## src/rtl/shseg_pkg.sv

```systemverilog
package shseg_pkg;
  typedef struct packed {
    logic wr_rom;
    logic wr_int;
    logic rd_rom;
    logic rd_int;
  } seg_attr_t;

  localparam int ATTR_W = 4;
endpackage

```

## src/rtl/shseg_rom_mask.sv

```systemverilog
module shseg_rom_mask #(
  parameter int          NSEG      = 8,
  parameter logic [NSEG-1:0] BASE_MASK = 8'hC0,
  parameter logic [NSEG-1:0] A6_SEGS   = 8'h01,
  parameter logic [NSEG-1:0] A7_SEGS   = 8'h30,
  parameter logic [NSEG-1:0] B2_SEGS   = 8'h02
) (
  input  logic [7:0]      cfg_a,
  input  logic [7:0]      cfg_b,
  output logic [NSEG-1:0] rom_mask
);
  always_comb begin
    rom_mask = BASE_MASK;
    if (cfg_a[6]) rom_mask = rom_mask | A6_SEGS;
    if (cfg_a[7]) rom_mask = rom_mask | A7_SEGS;
    if (cfg_b[2]) rom_mask = rom_mask | B2_SEGS;
  end
endmodule

```

## src/rtl/shseg_attr_decode.sv

```systemverilog
module shseg_attr_decode
  import shseg_pkg::*;
#(
  parameter int          NSEG        = 8,
  parameter logic [NSEG-1:0] ALWAYS_CTRL = 8'hC0,
  parameter int          RD_SEL_BIT  = 7,
  parameter int          WR_OFF_BIT  = 6
) (
  input  logic [7:0]      shadow_en,
  input  logic [NSEG-1:0] rom_mask,
  output seg_attr_t       attr_nxt [NSEG]
);
  logic rd_sel;
  logic wr_sel;

  assign rd_sel = shadow_en[RD_SEL_BIT];
  assign wr_sel = ~shadow_en[WR_OFF_BIT];

  for (genvar i = 0; i < NSEG; i++) begin : g_seg
    logic ctrl;
    if (ALWAYS_CTRL[i]) begin : g_fixed
      assign ctrl = 1'b1;
    end else begin : g_sel
      assign ctrl = shadow_en[i];
    end

    always_comb begin
      attr_nxt[i].rd_int = ctrl & rd_sel;
      attr_nxt[i].wr_int = ctrl & wr_sel;
      attr_nxt[i].rd_rom = ~attr_nxt[i].rd_int & rom_mask[i];
      attr_nxt[i].wr_rom = ~attr_nxt[i].wr_int & rom_mask[i];
    end
  end
endmodule

```

## src/rtl/shseg_state.sv

```systemverilog
module shseg_state
  import shseg_pkg::*;
#(
  parameter int NSEG     = 8,
  parameter int INV_LO   = 6,
  parameter int BIOS_LO  = 4
) (
  input  logic           clk,
  input  logic           rst_n,
  input  seg_attr_t      attr_nxt [NSEG],
  input  logic           force_flush,
  output seg_attr_t      attr_q [NSEG],
  output logic [NSEG-1:0] strobe_q,
  output logic           flush_q,
  output logic           inval_q,
  output logic           bios_rd_q,
  output logic           bios_wr_q
);
  logic [NSEG-1:0] seg_load;
  logic [NSEG-1:0] rd_lost;
  logic            inval_d;
  logic            bios_rd_d;
  logic            bios_wr_d;

  always_comb begin
    for (int i = 0; i < NSEG; i++) begin
      seg_load[i] = force_flush | (attr_nxt[i] != attr_q[i]);
      rd_lost[i]  = (i >= INV_LO) & attr_q[i].rd_int & ~attr_nxt[i].rd_int;
    end
    inval_d   = |rd_lost;
    bios_rd_d = 1'b0;
    bios_wr_d = 1'b0;
    for (int i = BIOS_LO; i < NSEG; i++) begin
      bios_rd_d = bios_rd_d | attr_nxt[i].rd_int;
      bios_wr_d = bios_wr_d | attr_nxt[i].wr_int;
    end
  end

  for (genvar i = 0; i < NSEG; i++) begin : g_reg
    always_ff @(posedge clk or negedge rst_n) begin
      if (!rst_n) begin
        attr_q[i] <= '0;
      end else if (seg_load[i]) begin
        attr_q[i] <= attr_nxt[i];
      end
    end
  end

  always_ff @(posedge clk or negedge rst_n) begin
    if (!rst_n) begin
      strobe_q  <= '0;
      flush_q   <= 1'b0;
      inval_q   <= 1'b0;
      bios_rd_q <= 1'b0;
      bios_wr_q <= 1'b0;
    end else begin
      strobe_q  <= seg_load;
      flush_q   <= force_flush;
      inval_q   <= inval_d;
      bios_rd_q <= bios_rd_d;
      bios_wr_q <= bios_wr_d;
    end
  end
endmodule

```

## src/rtl/shadow_seg_decoder.sv

```systemverilog
module shadow_seg_decoder
  import shseg_pkg::*;
#(
  parameter int NSEG = 8,
  localparam int AW  = NSEG * ATTR_W
) (
  input  logic            clk,
  input  logic            rst_n,
  input  logic [7:0]      shadow_en,
  input  logic [7:0]      cfg_a,
  input  logic [7:0]      cfg_b,
  input  logic            force_flush,
  output logic [AW-1:0]   seg_attr,
  output logic [NSEG-1:0] shadowed,
  output logic [NSEG-1:0] upd_strobe,
  output logic            flush_pulse,
  output logic            inval_req,
  output logic            bios_rd_int,
  output logic            bios_wr_int
);
  logic [1:0]      rst_sync_q;
  logic            rst_sync_n;
  logic [NSEG-1:0] rom_mask;
  seg_attr_t       attr_nxt [NSEG];
  seg_attr_t       attr_q   [NSEG];

  always_ff @(posedge clk or negedge rst_n) begin
    if (!rst_n) rst_sync_q <= 2'b00;
    else        rst_sync_q <= {rst_sync_q[0], 1'b1};
  end
  assign rst_sync_n = rst_sync_q[1];

  shseg_rom_mask #(.NSEG(NSEG)) u_mask (
    .cfg_a    (cfg_a),
    .cfg_b    (cfg_b),
    .rom_mask (rom_mask)
  );

  shseg_attr_decode #(.NSEG(NSEG)) u_dec (
    .shadow_en (shadow_en),
    .rom_mask  (rom_mask),
    .attr_nxt  (attr_nxt)
  );

  shseg_state #(.NSEG(NSEG)) u_state (
    .clk         (clk),
    .rst_n       (rst_sync_n),
    .attr_nxt    (attr_nxt),
    .force_flush (force_flush),
    .attr_q      (attr_q),
    .strobe_q    (upd_strobe),
    .flush_q     (flush_pulse),
    .inval_q     (inval_req),
    .bios_rd_q   (bios_rd_int),
    .bios_wr_q   (bios_wr_int)
  );

  for (genvar i = 0; i < NSEG; i++) begin : g_out
    assign seg_attr[i*ATTR_W +: ATTR_W] = attr_q[i];
    assign shadowed[i] = attr_q[i].rd_int | attr_q[i].wr_int;
  end
endmodule

```

## config.mk

```make
export PLATFORM = sky130hd
export DESIGN_NAME = shadow_seg_decoder
export DESIGN_NICKNAME = d
export VERILOG_FILES = /design/src/rtl/shseg_pkg.sv /design/src/rtl/shseg_rom_mask.sv /design/src/rtl/shseg_attr_decode.sv /design/src/rtl/shseg_state.sv /design/src/rtl/shadow_seg_decoder.sv
export SDC_FILE = /design/constraint.sdc
export NUM_CORES = 1
export LEC_CHECK = 0
export BUFFER_PORTS_ARGS = -buffer_cell sky130_fd_sc_hd__buf_2
export CAP_MARGIN = 20
export CORE_UTILIZATION = 50
export DETAILED_ROUTE_END_ITERATION = 10
export PLACE_DENSITY_LB_ADDON = 0.25
export SYNTH_ARGS = -nofsm -noshare
export SYNTH_HDL_FRONTEND = slang
export SYNTH_HIERARCHICAL = 1
export SYNTH_SLANG_ARGS = --single-unit
```

## constraint.sdc

```tcl
create_clock -name clk -period 2.2 [get_ports clk]
set_input_delay 0.22 -clock clk [delete_from_list [all_inputs] [get_ports clk]]
set_output_delay 0.22 -clock clk [all_outputs]
set_load 0.01 [all_outputs]
```

==> impl_results.md, run 1 <==
- Synth cell types: 20
- Boundary pin count: 79
- Area growth syn-to-layout: 13.8%
- Global routing's busiest layer: met2
- Worst VDD drop: 0.000390 V
- Met1 usage: 0.207
- CP Buf/Inv Count: 0
- Top cell type by total area after synthesis: dfrtp_1
- Vias: 1398
- DRT antenna net count: 0
- Switching share of total power: 0.259
- Slack of the worst reg-to-reg path: 800 ps
- Skew final: 8.24 ps
- TritonCTS clock tree: yes
- Switching power: 0.434 mW
- Initial DRT Pass Iterations: 4
- Setup CP Type: reg2reg
- Leak pwr: 1.21 nW
- Asr flop ratio synth: 1.00
- Fin Setup TNS: 0 ps
- GP Congestion: 0.741
- CP max FO: 4
- Hold crit path type: reg2async
- Core Box Area: 0.00409 sq mm
- Post-route minimum period: 1400 ps
- Met2 Usage GRT: 0.316
- Count leader, synth: dfrtp_1
- Fmax: 0.714 GHz
- Mapped cell area: 0.00217 sq mm
- Post-synth EDFFs: 0
- Seq pwr share: 0.553
- Drt drc: 0
- CP max stage delay: 410 ps
- Clock Latency Late Sink: 290 ps
- Gr ovfl total: 0
- Final wirelength: 3700 microns
- Largest net degree at the start of global routing: 17
- Die ar.: 0.00461 sq mm
- Status: completed
- Fin. max-slew vios: 0
- Buffers on Ports: 65
- Vias per cell: 4.87
- Net count, final: 265
- Drt wl/cell: 12.9 microns
- Detail Placement HPWL: 2830 microns
- Final setup viols: 0
- Internal power: 1.24 mW
- Layout cells sized above 1: 0.414
- Die Width: 67.9 microns
- Post-CTS Setup Inserts: 0
- Initial antenna violation count: 0
- Final worst-path cycle share: 0.637
- Dominant cells by area after synthesis: dfrtp_1, nor2b_2, clkbuf_1, inv_1, xnor2_2
- FP Rows: 23
- Synth Flop Type: dfrtp_1
- Post-Syn Instances: 201
- First-pass GRT wire length: 5890 microns
- RSZ-0062 raised after global routing: no
- CTS Buffer Depth: 2
- Global Route Usage Sum: 0.178
- CTS buffer count: 5
- Die Ht: 67.9 microns
- Root Driver: clkbuf_8
- Initial Utilization: 0.531
- Slowest-stage cell, CP: dfrtp_1
- Register-to-Register Path Depth: 4
- TritonCTS Sinks: 46
- Place WS: 637 ps
- Reg clk slew, reported paths: 80 ps
- Vias in the first global route: 1349
- Sequential area share after synthesis: 0.531
- Startpoint types: register
- R2R Path End: u_state/attr_q[0]
- Maxcap violations: 0
- Reg2reg start: u_state/attr_q[0]
- Synthesized area per cell: 10.8 sq um
- Crit. End Element: register
- Yosys warns: 6
- Critical Path AT: 1570 ps
- Worst path cell trace: ha_1, nor2b_2, nand4_2, mux2_4
- Flops & latches, synth: 46
- Power Dens Cells: 680 mW/mm^2
- Layout fillers: 379
- # diodes: 0
- Top delay family on crit path: flip-flops
- Multi-input gate area: 722 sq um
- Met3 GRT Util: 0.0450
- CTS H-tree depth: 2
- Setup WS post-layout: 799 ps
- Synth top area share: 0.531
- Comb pwr share: 0.157
- Commonest cells in the netlist: dfrtp_1, clkbuf_1, inv_1
- Register area: 0.00115 sq mm
- DRC marker count from the first detailed-route iteration: 66
- Final Hold Fails: 0
- Crit path required time: 2370 ps
- Clock power frac: 0.290
[area by class of cell]
class	instances	area share
well taps	50	0.0253
clock buffers	8	0.0324
repair buffers	68	0.142
flip-flops and latches	46	0.467
multi-input cells	88	0.292
inverters	27	0.0411
[power groups by stage]
stage          sequential [mW]  combinational [mW]  clock [mW]
2_1_floorplan            0.972               0.166           0
3_3_place_gp             0.944               0.259           0
3_5_place_dp             0.945               0.265           0
4_1_cts                  0.929               0.267       0.498
5_1_grt                  0.936               0.294       0.537
6_report                 0.928               0.263       0.487
[placed cells by master, fill, tap and decap left out, drive strengths merged]
cell	count
ha	2
o22a	6
a222oi	6
dfrtp	46
inv	27
and2	8
conb	5
buf	67
a21oi	6
clkbuf	8
xnor2	12
dlygate4sd3	1
nor2b	22
or2	9
or4	1
mux2	2
nand4	9
[through the flow]
step / power [mW] / std cells / hold slack [ps] / instance area, sq um / utilization
global placement: 1.20 / 278 / 6.40 / 2380 / 0.582
floorplan: 1.14 / 203 / -75.6 / 2180 / -
finish: 1.68 / 287 / 166 / 2470 / 0.604
CTS: 1.69 / 287 / 176 / 2470 / 0.604
global route: 1.77 / 287 / 173 / 2470 / 0.604
detailed placement: 1.21 / 278 / 10.2 / 2380 / 0.582
[logic make-up (layout without fill, tap and decap cells)]
family | after synthesis | after routing | share of synthesized area
AOI/OAI and AO/OA | 18 | 18 | 0.0657
xor gates and xnor gates | 12 | 12 | 0.0692
adders and majority gates | 2 | 2 | 0.0115
buffers and inverters | 69 | 103 | 0.140
DFF | 46 | 46 | 0.531
muxes | 2 | 2 | 0.0138
other | 3 | 5 | 0.00519
and+or+nand+nor | 49 | 49 | 0.164
[metal layers]
metal,part of all wire,vias to the layer above
met2,0.50,41
li1,-,673
met1,0.44,680
met4,0.0097,0
met3,0.045,4
met5,0,-
[worst max-delay path by stage]
| stage | depth (start not counted) | slack, ps | startpoint | to |
|---|---|---|---|---|
| after floorplan | 0 | 820 | rst_sync_q[1] | u_state/attr_q[0] |
| after global placement | 6 | 690 | shadow_en[7] | u_state/attr_q[0] |
| after detailed placement | 6 | 640 | shadow_en[7] | u_state/attr_q[0] |
| after CTS | 4 | 780 | u_state/attr_q[0] | u_state/attr_q[0] |
| after global routing | 4 | 730 | u_state/attr_q[0] | u_state/attr_q[0] |
| final | 4 | 800 | u_state/attr_q[0] | u_state/attr_q[0] |
[sequential cells by signal, indices dropped and copies added, names as in the netlist]
register and flops:
u_state/bios_rd_q 1, u_state/bios_wr_q 1, u_state/strobe_q 8, u_state/inval_q 1, u_state/attr_q 32, u_state/flush_q 1, rst_sync_q 2
[worst reg2reg max path, cell delays in order (launching register included)]
cell     delay [ps]
dfrtp_1         410
ha_1            280
nor2b_2         130
nand4_2         140
mux2_4          320
[repair_timing]
item	in CTS	in global routing
setup endpoints to repair	0	0
hold buffers	1	0
hold endpoints to repair	2	0
resized for setup	0	0
Power figures use the tool's default switching activity.
==> run 2, diff against run 1 <==
- CORE_UTILIZATION: 50 -> 49
- clock period: 2.2 -> 1.4 ns (I/O delays scaled with it)
==> run 2 against run 1 <==
  * Via count up 0.36%
  * Sequential cell count unchanged
  * Final cell count up 2.4%
  * Critical path depth unchanged
  * Setup slack worse by 750 ps
  * Register-to-register slack worse by 750 ps
  * First-iteration DRC count up 39%
  * Count of clock-buffer cells in the layout down 1
  * Critical path type unchanged
==> impl_results.md, run 2 (synthesis gave the netlist of run 1 again) <==
- Status: completed
- Placed cells: 285
- Layout fillers: 345
- Stages on the worst setup path: 4
- Most frequent cells in the layout: buf_2, dfrtp_1, inv_1
- Initial DRT Pass Iterations: 4
- Layout cells sized above 1: 0.434
- First-pass GRT wire length: 5900 microns
- Vias in the first global route: 1322
- Top flop regs: u_state/attr_q x32, u_state/strobe_q x8, rst_sync_q x2
- Setup CP Type: reg2reg
- Global Route Usage Sum: 0.177
- CTS H-tree depth: 2
- DRC marker count from the first detailed-route iteration: 92
- Post-route minimum period: 1350 ps
- CTS buffer count: 5
- FP Rows: 23
- Drt wl/cell: 12.7 microns
- Initial antenna violation count: 0
- Largest net degree at the start of global routing: 27
- Vias: 1403
- Net count, final: 272
- RSZ-0062 raised after global routing: no
- Startpoint types: register
- Power Dens Cells: 1110 mW/mm^2
- CP max FO: 2
- Register with the most flip-flops: u_state/attr_q
- CTS Buffer Depth: 2
- Post_cts resized: 0
- Final Hold Fails: 0
- Slack of the worst reg-to-reg path: 50 ps
- Detail Placement HPWL: 2810 microns
- Die Width: 68.5 microns
- Gr ovfl total: 0
- Final wirelength: 3740 microns
- # diodes: 0
- CP Buf/Inv Count: 0
- Crit. End Element: register
- Drt drc: 0
- GP Congestion: 0.799
- Maxcap violations: 0
- Root Driver: clkbuf_8
- Hold crit path type: in2reg
- Worst VDD drop: 0.000644 V
- Register area: 0.00115 sq mm
- TritonCTS Sinks: 46
- Area growth syn-to-layout: 17.4%
- Util after Layout: 0.619
- Clock Latency Late Sink: 290 ps
- Slowest-stage cell, CP: dfrtp_1
- Initial Utilization: 0.527
- Boundary pin count: 79
- Buffers on Ports: 65
- Commonest non-fill, non-tap cell in the layout: buf_2
- Multi-input gate area: 722 sq um
- Fin. max-slew vios: 0
- Layout Cells excl Fill: 294
- Worst Hold Depth: 1
- Skew final: 2.92 ps
- Critical Path AT: 1530 ps
- Leak pwr: 1.26 nW
- Fmax: 0.742 GHz
- Worst path cell trace: ha_1, nor2b_2, nand4_2, mux2_4
- Vias per cell: 4.77
- Post-CTS Setup Inserts: 0
- TritonCTS clock tree: yes
- Core Box Area: 0.00412 sq mm
- Top delay family on crit path: flip-flops
- Fin Setup TNS: 0 ps
- DRT antenna net count: 0
- Final setup viols: 0
- Crit path required time: 1580 ps
- Register-to-Register Path Depth: 4
- Final worst-path cycle share: 0.962
- CP max stage delay: 390 ps
- Die Ht: 68.5 microns
- Pwr Total: 2.84 mW
- Reg clk slew, reported paths: 80 ps
- Die ar.: 0.00470 sq mm
- Max reg flops: 32
## run 2: power breakdown
group,switching [mW],internal (mW)
clock,0.413,0.534
sequential,0.0474,1.40
combinational,0.229,0.212
total,0.690,2.15
## run 2: layout make-up
class,count,area share
clock buffer,7,0.0300
clock inverter,1,0.0118
inverter,27,0.0398
multi-input combinational,88,0.283
sequential,46,0.452
tap,50,0.0246
timing repair buffer,75,0.158
## run 2: final timing paths
check | endpoint | startpoint
setup / recovery | u_state/attr_q[4] | u_state/attr_q[4]
hold / removal | u_state/flush_q | force_flush
setup reg to reg | u_state/attr_q[4] | u_state/attr_q[4]
hold reg to reg | u_state/attr_q[26] | rst_sync_q[1]
max in group asynchronous | u_state/attr_q[1] | rst_sync_q[1]
min in group asynchronous | rst_sync_q[1] | rst_n
## run 2: through the flow
step                hold WS (ps)  worst slack [ps]  area [sq um]
finish                       107              53.1          2550
global route                97.2              10.9          2550
detailed placement         -72.0             -64.6          2430
floorplan                   -156              24.9          2180
CTS                          101              35.6          2550
global placement           -73.5             -7.75          2430
## run 2: repair_timing
item                                   in CTS  in global routing
setup endpoints to repair                   0                  1
endpoints found under the hold margin       2                  0
hold buffers                                1                  0
## run 2: layer usage
metal / GRT usage / share of wire / vias up
met5: 0 / 0 / -
met3: 0.0493 / 0.045 / 4
met1: 0.218 / 0.45 / 669
met2: 0.293 / 0.49 / 47
li1: - / - / 683
met4: 0.0703 / 0.011 / 0
## run 2: worst reg2reg max path: stages (launching register included)
cell,delay [ps]
dfrtp_1,390
ha_1,280
nor2b_2,150
nand4_2,110
mux2_4,300
